[config.mk]
export PLATFORM = sky130hd
export DESIGN_NAME = cfg_fifo
export DESIGN_NICKNAME = d
export VERILOG_FILES = /design/src/rtl/cfg_fifo_pkg.sv /design/src/rtl/cfg_fifo_depth.sv /design/src/rtl/cfg_fifo_store.sv /design/src/rtl/cfg_fifo_ctrl.sv /design/src/rtl/cfg_fifo_ovr.sv /design/src/rtl/cfg_fifo.sv
export SDC_FILE = /design/constraint.sdc
export NUM_CORES = 1
export LEC_CHECK = 0
export CAP_MARGIN = 30
export CELL_PAD_IN_SITES_DETAIL_PLACEMENT = 2
export CELL_PAD_IN_SITES_GLOBAL_PLACEMENT = 2
export CORE_MARGIN = 2
export CORE_UTILIZATION = 41
export CTS_CLUSTER_SIZE = 24
export DETAILED_ROUTE_END_ITERATION = 6
export GPL_TIMING_DRIVEN = 0
export HOLD_SLACK_MARGIN = 0.06
export PLACE_DENSITY = 0.91
export SKIP_CTS_REPAIR_TIMING = 1
export SYNTH_ARGS = -nofsm -noshare
export SYNTH_HDL_FRONTEND = slang
export SYNTH_SLANG_ARGS = --single-unit
[constraint.sdc]
create_clock -name clk -period 3.95 [get_ports clk]
set_input_delay 0.79 -clock clk [delete_from_list [all_inputs] [get_ports clk]]
set_output_delay 0.79 -clock clk [all_outputs]
set_load 0.01 [all_outputs]
[src/rtl/cfg_fifo_pkg.sv]
package cfg_fifo_pkg;

    // Per-cycle decision of the buffer controller
    typedef struct packed {
        logic push;   // store wr_data
        logic pop;    // host read consumes the oldest entry
        logic drop;   // flush evicts the oldest entry
        logic lost;   // write discarded, buffer full
    } fifo_op_t;

    function automatic fifo_op_t decide_op(
        input logic wr,
        input logic rd,
        input logic is_empty,
        input logic is_full,
        input logic flush
    );
        fifo_op_t op;
        op      = '0;
        op.pop  = rd && !is_empty;
        if (wr) begin
            if (!is_full || op.pop) begin
                op.push = 1'b1;
            end else if (flush) begin
                op.push = 1'b1;
                op.drop = 1'b1;
            end else begin
                op.lost = 1'b1;
            end
        end
        return op;
    endfunction

endpackage

[src/rtl/cfg_fifo_depth.sv]
module cfg_fifo_depth #(
    parameter int CODE_W    = 3,
    parameter int MAX_DEPTH = 4,
    parameter int CNT_W     = $clog2(MAX_DEPTH + 1)
) (
    input  logic [CODE_W-1:0] code,
    output logic [CNT_W-1:0]  depth_n
);

    always_comb begin
        if (int'(code) > MAX_DEPTH) begin
            depth_n = CNT_W'(MAX_DEPTH);
        end else begin
            depth_n = CNT_W'(code);
        end
    end

endmodule

[src/rtl/cfg_fifo_store.sv]
module cfg_fifo_store #(
    parameter int DATA_W    = 10,
    parameter int MAX_DEPTH = 4,
    parameter int PTR_W     = (MAX_DEPTH > 1) ? $clog2(MAX_DEPTH) : 1
) (
    input  logic              clk,
    input  logic              we,
    input  logic [PTR_W-1:0]  waddr,
    input  logic [DATA_W-1:0] wdata,
    input  logic [PTR_W-1:0]  raddr,
    output logic [DATA_W-1:0] rdata
);

    logic [DATA_W-1:0] slot_q [MAX_DEPTH];

    for (genvar i = 0; i < MAX_DEPTH; i++) begin : g_slot
        always_ff @(posedge clk) begin
            if (we && (waddr == PTR_W'(i))) begin
                slot_q[i] <= wdata;
            end
        end
    end

    assign rdata = slot_q[raddr];

endmodule

[src/rtl/cfg_fifo_ctrl.sv]
module cfg_fifo_ctrl
    import cfg_fifo_pkg::*;
#(
    parameter int MAX_DEPTH = 4,
    parameter int CNT_W     = $clog2(MAX_DEPTH + 1),
    parameter int PTR_W     = (MAX_DEPTH > 1) ? $clog2(MAX_DEPTH) : 1
) (
    input  logic             clk,
    input  logic             rst,
    input  logic             wr_en,
    input  logic             rd_en,
    input  logic             flush,
    input  logic [CNT_W-1:0] depth_n,
    output logic [PTR_W-1:0] wptr,
    output logic [PTR_W-1:0] rptr,
    output logic             push,
    output logic             lost,
    output logic             is_off,
    output logic             empty_int,
    output logic             full_int
);

    localparam logic [PTR_W-1:0] LAST_PTR = PTR_W'(MAX_DEPTH - 1);

    function automatic logic [PTR_W-1:0] ptr_inc(input logic [PTR_W-1:0] p);
        return (p == LAST_PTR) ? '0 : p + 1'b1;
    endfunction

    logic [CNT_W-1:0] count_q;
    logic [PTR_W-1:0] wptr_q, rptr_q;
    fifo_op_t         op;
    logic             advance;

    assign is_off    = (depth_n == '0);
    assign empty_int = (count_q == '0);
    assign full_int  = !is_off && (count_q >= depth_n);

    always_comb begin
        op = decide_op(wr_en, rd_en, empty_int, full_int, flush);
        if (is_off) begin
            op = '0;
        end
    end

    assign advance = op.pop || op.drop;
    assign push    = op.push;
    assign lost    = op.lost;
    assign wptr    = wptr_q;
    assign rptr    = rptr_q;

    always_ff @(posedge clk) begin
        if (rst || is_off) begin
            count_q <= '0;
            wptr_q  <= '0;
            rptr_q  <= '0;
        end else begin
            if (op.push) begin
                wptr_q <= ptr_inc(wptr_q);
            end
            if (advance) begin
                rptr_q <= ptr_inc(rptr_q);
            end
            case ({op.push, advance})
                2'b10:   count_q <= count_q + 1'b1;
                2'b01:   count_q <= count_q - 1'b1;
                default: count_q <= count_q;
            endcase
        end
    end

    AST_NO_OVERFLOW: assert property (@(posedge clk) disable iff (rst)
        count_q <= CNT_W'(MAX_DEPTH));
    AST_EMPTY_NO_POP: assert property (@(posedge clk) disable iff (rst)
        empty_int |-> !advance);
    AST_FULL_SWAP_KEEPS: assert property (@(posedge clk) disable iff (rst)
        (!is_off && full_int && op.push && op.pop) |=> (count_q == $past(count_q)));
    AST_OFF_DISCARDS: assert property (@(posedge clk) disable iff (rst)
        is_off |=> (count_q == '0));

endmodule

[src/rtl/cfg_fifo_ovr.sv]
module cfg_fifo_ovr (
    input  logic clk,
    input  logic rst,
    input  logic lost,
    input  logic stat_rd,
    input  logic flush,
    output logic ovr_q
);

    always_ff @(posedge clk) begin
        if (rst || flush) begin
            ovr_q <= 1'b0;
        end else if (lost) begin
            ovr_q <= 1'b1;
        end else if (stat_rd) begin
            ovr_q <= 1'b0;
        end
    end

    AST_OVR_SET: assert property (@(posedge clk) disable iff (rst)
        (lost && !flush) |=> ovr_q);
    AST_OVR_STICKY: assert property (@(posedge clk) disable iff (rst)
        (ovr_q && !stat_rd && !flush) |=> ovr_q);
    AST_OVR_FLUSH_CLR: assert property (@(posedge clk) disable iff (rst)
        flush |=> !ovr_q);

endmodule

[src/rtl/cfg_fifo.sv]
module cfg_fifo
    import cfg_fifo_pkg::*;
#(
    parameter int DATA_W    = 10,
    parameter int MAX_DEPTH = 4
) (
    input  logic              clk,
    input  logic              rst,
    input  logic              wr_en,
    input  logic [DATA_W-1:0] wr_data,
    input  logic              rd_en,
    input  logic [2:0]        depth_code,
    input  logic              flush_dyn,
    input  logic              stat_rd,
    output logic [DATA_W-1:0] rd_data,
    output logic              empty,
    output logic              full,
    output logic              overrun
);

    localparam int CODE_W = 3;
    localparam int CNT_W  = $clog2(MAX_DEPTH + 1);
    localparam int PTR_W  = (MAX_DEPTH > 1) ? $clog2(MAX_DEPTH) : 1;

    logic [CNT_W-1:0]  depth_n;
    logic [PTR_W-1:0]  wptr, rptr;
    logic              push, lost, is_off, empty_int, full_int, ovr_q;
    logic [DATA_W-1:0] store_rdata;
    logic [DATA_W-1:0] pass_q;

    cfg_fifo_depth #(.CODE_W(CODE_W), .MAX_DEPTH(MAX_DEPTH), .CNT_W(CNT_W)) u_depth (
        .code    (depth_code),
        .depth_n (depth_n)
    );

    cfg_fifo_ctrl #(.MAX_DEPTH(MAX_DEPTH), .CNT_W(CNT_W), .PTR_W(PTR_W)) u_ctrl (
        .clk       (clk),
        .rst       (rst),
        .wr_en     (wr_en),
        .rd_en     (rd_en),
        .flush     (flush_dyn),
        .depth_n   (depth_n),
        .wptr      (wptr),
        .rptr      (rptr),
        .push      (push),
        .lost      (lost),
        .is_off    (is_off),
        .empty_int (empty_int),
        .full_int  (full_int)
    );

    cfg_fifo_store #(.DATA_W(DATA_W), .MAX_DEPTH(MAX_DEPTH), .PTR_W(PTR_W)) u_store (
        .clk   (clk),
        .we    (push),
        .waddr (wptr),
        .wdata (wr_data),
        .raddr (rptr),
        .rdata (store_rdata)
    );

    cfg_fifo_ovr u_ovr (
        .clk     (clk),
        .rst     (rst),
        .lost    (lost),
        .stat_rd (stat_rd),
        .flush   (flush_dyn),
        .ovr_q   (ovr_q)
    );

    // Single input stage used as the whole path at depth 0
    always_ff @(posedge clk) begin
        if (rst) begin
            pass_q <= '0;
        end else begin
            pass_q <= wr_data;
        end
    end

    assign rd_data = is_off ? pass_q : store_rdata;
    assign empty   = is_off || empty_int;
    assign full    = full_int;
    assign overrun = ovr_q && !flush_dyn;

    AST_OFF_NEVER_FULL: assert property (@(posedge clk) disable iff (rst)
        (depth_code == 3'd0) |-> (empty && !full));

endmodule

==> run metrics <==
Synth Register Bits=60; leakage=1.12 nW; CP endpoint kind=primary output; Routed WL per cell=21.4 um; first-pass GRT wire length=9880 um; CTS root buffer=clkbuf_8; combinational family with the most area after synthesis=simple AND/OR/NAND/NOR gates; CTS Buf Count=9; Synth Area in Adders=5.36%; register area=0.00160 sq mm; Layout area overhead=23.6%; crit path time final=3.73 ns; area share of the largest cell type after synthesis=48.5%; most common cell after layout, fill and taps aside=nand2_1; number of global-route vias before repair=1792; CP Cell Sequence=clkdlybuf4s50_1 > nor3_2 > clkbuf_1 > nand2_1 > nand2_1 > clkdlybuf4s50_1; Int Pwr=1.30 mW; status=completed; Post-Syn Area=0.00248 sq mm; routed vias/inst=5.20; clock sink total=60; DR vias=1566; H-Tree Depth=3; Final Max Slew Viols=0; post-synthesis sequential area ratio=64.7%; Post-Synth Simple-Gate Area=13.8%; share of layout cells above drive strength 1=13.3%; setup TNS=0 ns; Rel. slew slack=51.7%; number of synthesis warnings=0; RSZ-0062 raised after global routing=false; hold slack=0.511 ns; Remaining Overflow, GRT=0; Setup Viol. Count Final=0; Final Non-Filler Cells=301; hold crit path type=register to register; nets=251; Peak VDD IR=0.000276 V; Buf+Inv Stages, Crit Path=3; FILL cells=565; WP data required=3.16 ns; GPL Wtd Cong=0.710; clock buffer depth=2; Top delay family on crit path=buffers and inverters; WL final=6460 um; Clock Power Share=25.9%; I/O pin count=32; hpwl dp=4890 um; ys flop type=edfxtp_1; final hold vios=0; # diodes=0; Tot Pwr=1.87 mW; DRC viols=0; part of the power in registers=41.8%; first-pass iteration count of the detailed router=4; Inst Count DP=286; PwrDens=611 mW/mm^2; multiplexer share of the synthesized area=10.7%; clk slew on worst S/H paths=0.06 ns; Post-Synth XOR/XNOR Area=1.06%; Fmax=268 MHz; max_cap viols=0; asr flop ratio synth=0%; Critical Path Source Type=input port; number of enable flip-flop cells after synthesis=40; Net Count, Synth=209; Iter 0 DRT Violations=96; # rows=28; CP Max Fanout=10; crit-path max cell delay=0.54 ns; Synth Instances=180; top cells by area, synth=edfxtp_1, dfxtp_1, mux4_2; Slowest-stage cell, CP=clkdlybuf4s50_1; Yosys cell types=26; Hold Crit Depth=2; GRT Resource Usage Total=21.6%; Die X-Extent=81.7 um; antenna violations before repair=0; largest net degree at the start of global routing=11; worst-skew pair later-pin latency=0.33 ns; Final period util=94.4%; dominant cell type by area after synthesis=edfxtp_1; Critical Path AT=2.94 ns; Compound-Gate Fraction of Synth Area=2.32%; die area=0.00668 sq mm; Final ANT Viol Nets=0; measured slew at the worst slew-check pin=0.724 ns; Net Switching=0.574 mW; Comb pwr share=32.2%; I/O Buffers=31; Core ar.=0.00589 sq mm; initial core utilization=42.1%; footprint of the multi-input gates=830 sq um; Worst Skew=0.0106 ns; reg2reg path depth=13; Die Ht=81.7 um; stages on the worst setup path=6; most frequent cells in the layout=nand2_1, edfxtp_1, clkdlybuf4s50_1, dfxtp_1, nor2b_1; Switching Share=30.7%; TritonCTS clock tree=built; Avg Inst Size Synth=13.8 sq um; Crit Path Class=input port to primary output
## registers in the layout, summed over array words and instances (netlist names), named ones only
signal / flops
u_store.slot_q: 40
u_ctrl.count_q: 3
u_ctrl.rptr: 2
u_ovr.ovr_q: 1
pass_q: 10
u_ctrl.wptr: 2
## per-layer routing
metal | up-vias | track usage (%) | wire, um
li1 | 718 | - | -
met1 | 809 | 24.3 | 2610
met2 | 37 | 40.1 | 3600
met3 | 2 | 5.16 | 211
met4 | 0 | 7.33 | 29
met5 | - | 0 | 0
## layout make-up
class	count	share of cell area (%)
well taps	75	3.06
plain buffers	5	0.654
clock inverters	4	0.817
flip-flops and latches	60	52.3
repair buffers	31	10.1
clock buffers	11	4.94
multi-input cells	107	27.1
inverters	8	0.981
## through the flow
| step | utilization, % | setup WS, ns | instance area [sq um] |
|---|---|---|---|
| after floorplan | - | 1.14 | 2480 |
| after global placement | 48.9 | 0.123 | 2880 |
| after detailed placement | 48.9 | 0.0347 | 2880 |
| after CTS | 51.9 | 0.0181 | 3060 |
| after global routing | 52.0 | 0.0276 | 3060 |
| final | 52.0 | 0.223 | 3060 |
## power groups by stage
| stage | Combinational, mW | Clock, mW | Sequential [mW] |
|---|---|---|---|
| finish | 0.603 | 0.485 | 0.783 |
| detailed placement | 0.607 | 0 | 0.797 |
| CTS | 0.612 | 0.500 | 0.783 |
| floorplan | 0.359 | 0 | 0.777 |
| global placement | 0.552 | 0 | 0.786 |
| global route | 0.667 | 0.531 | 0.789 |
## path summary, 6_finish.rpt
kind,slack (ns),end,start
setup / recovery,0.22,rd_data[9],depth_code[2]
hold / removal,0.51,u_ctrl.wptr[1],u_ctrl.wptr[1]
setup reg to reg,1.12,u_ctrl.count_q[2],u_ctrl.count_q[0]
hold reg to reg,0.51,u_ctrl.wptr[1],u_ctrl.wptr[1]
## worst min-delay path, cell delays in order, from the launching register on
cell	delay, ns
dfxtp_1	0.34
nand2_1	0.07
mux2i_1	0.06
## cells in the mapped netlist (all sizes together), types with 2 or more instances
| master | instances |
|---|---|
| a21oi | 3 |
| and2 | 6 |
| buf | 2 |
| clkbuf | 3 |
| dfxtp | 20 |
| edfxtp | 40 |
| ha | 9 |
| inv | 8 |
| mux2i | 4 |
| mux4 | 10 |
| nand2 | 41 |
| nor2 | 5 |
| nor2b | 13 |
| nor3 | 5 |
| or3 | 2 |
| xor2 | 2 |
## logic make-up after synthesis
| family | count (synthesis) |
|---|---|
| adder cells (fa/ha/maj) | 10 |
| flip-flops | 60 |
| AO/OA/AOI/OAI | 7 |
| AND/OR/NAND/NOR | 73 |
| multiplexers | 14 |
| buffers and inverters | 13 |
| XOR/XNOR | 3 |
(Power assumes the default switching activity.)
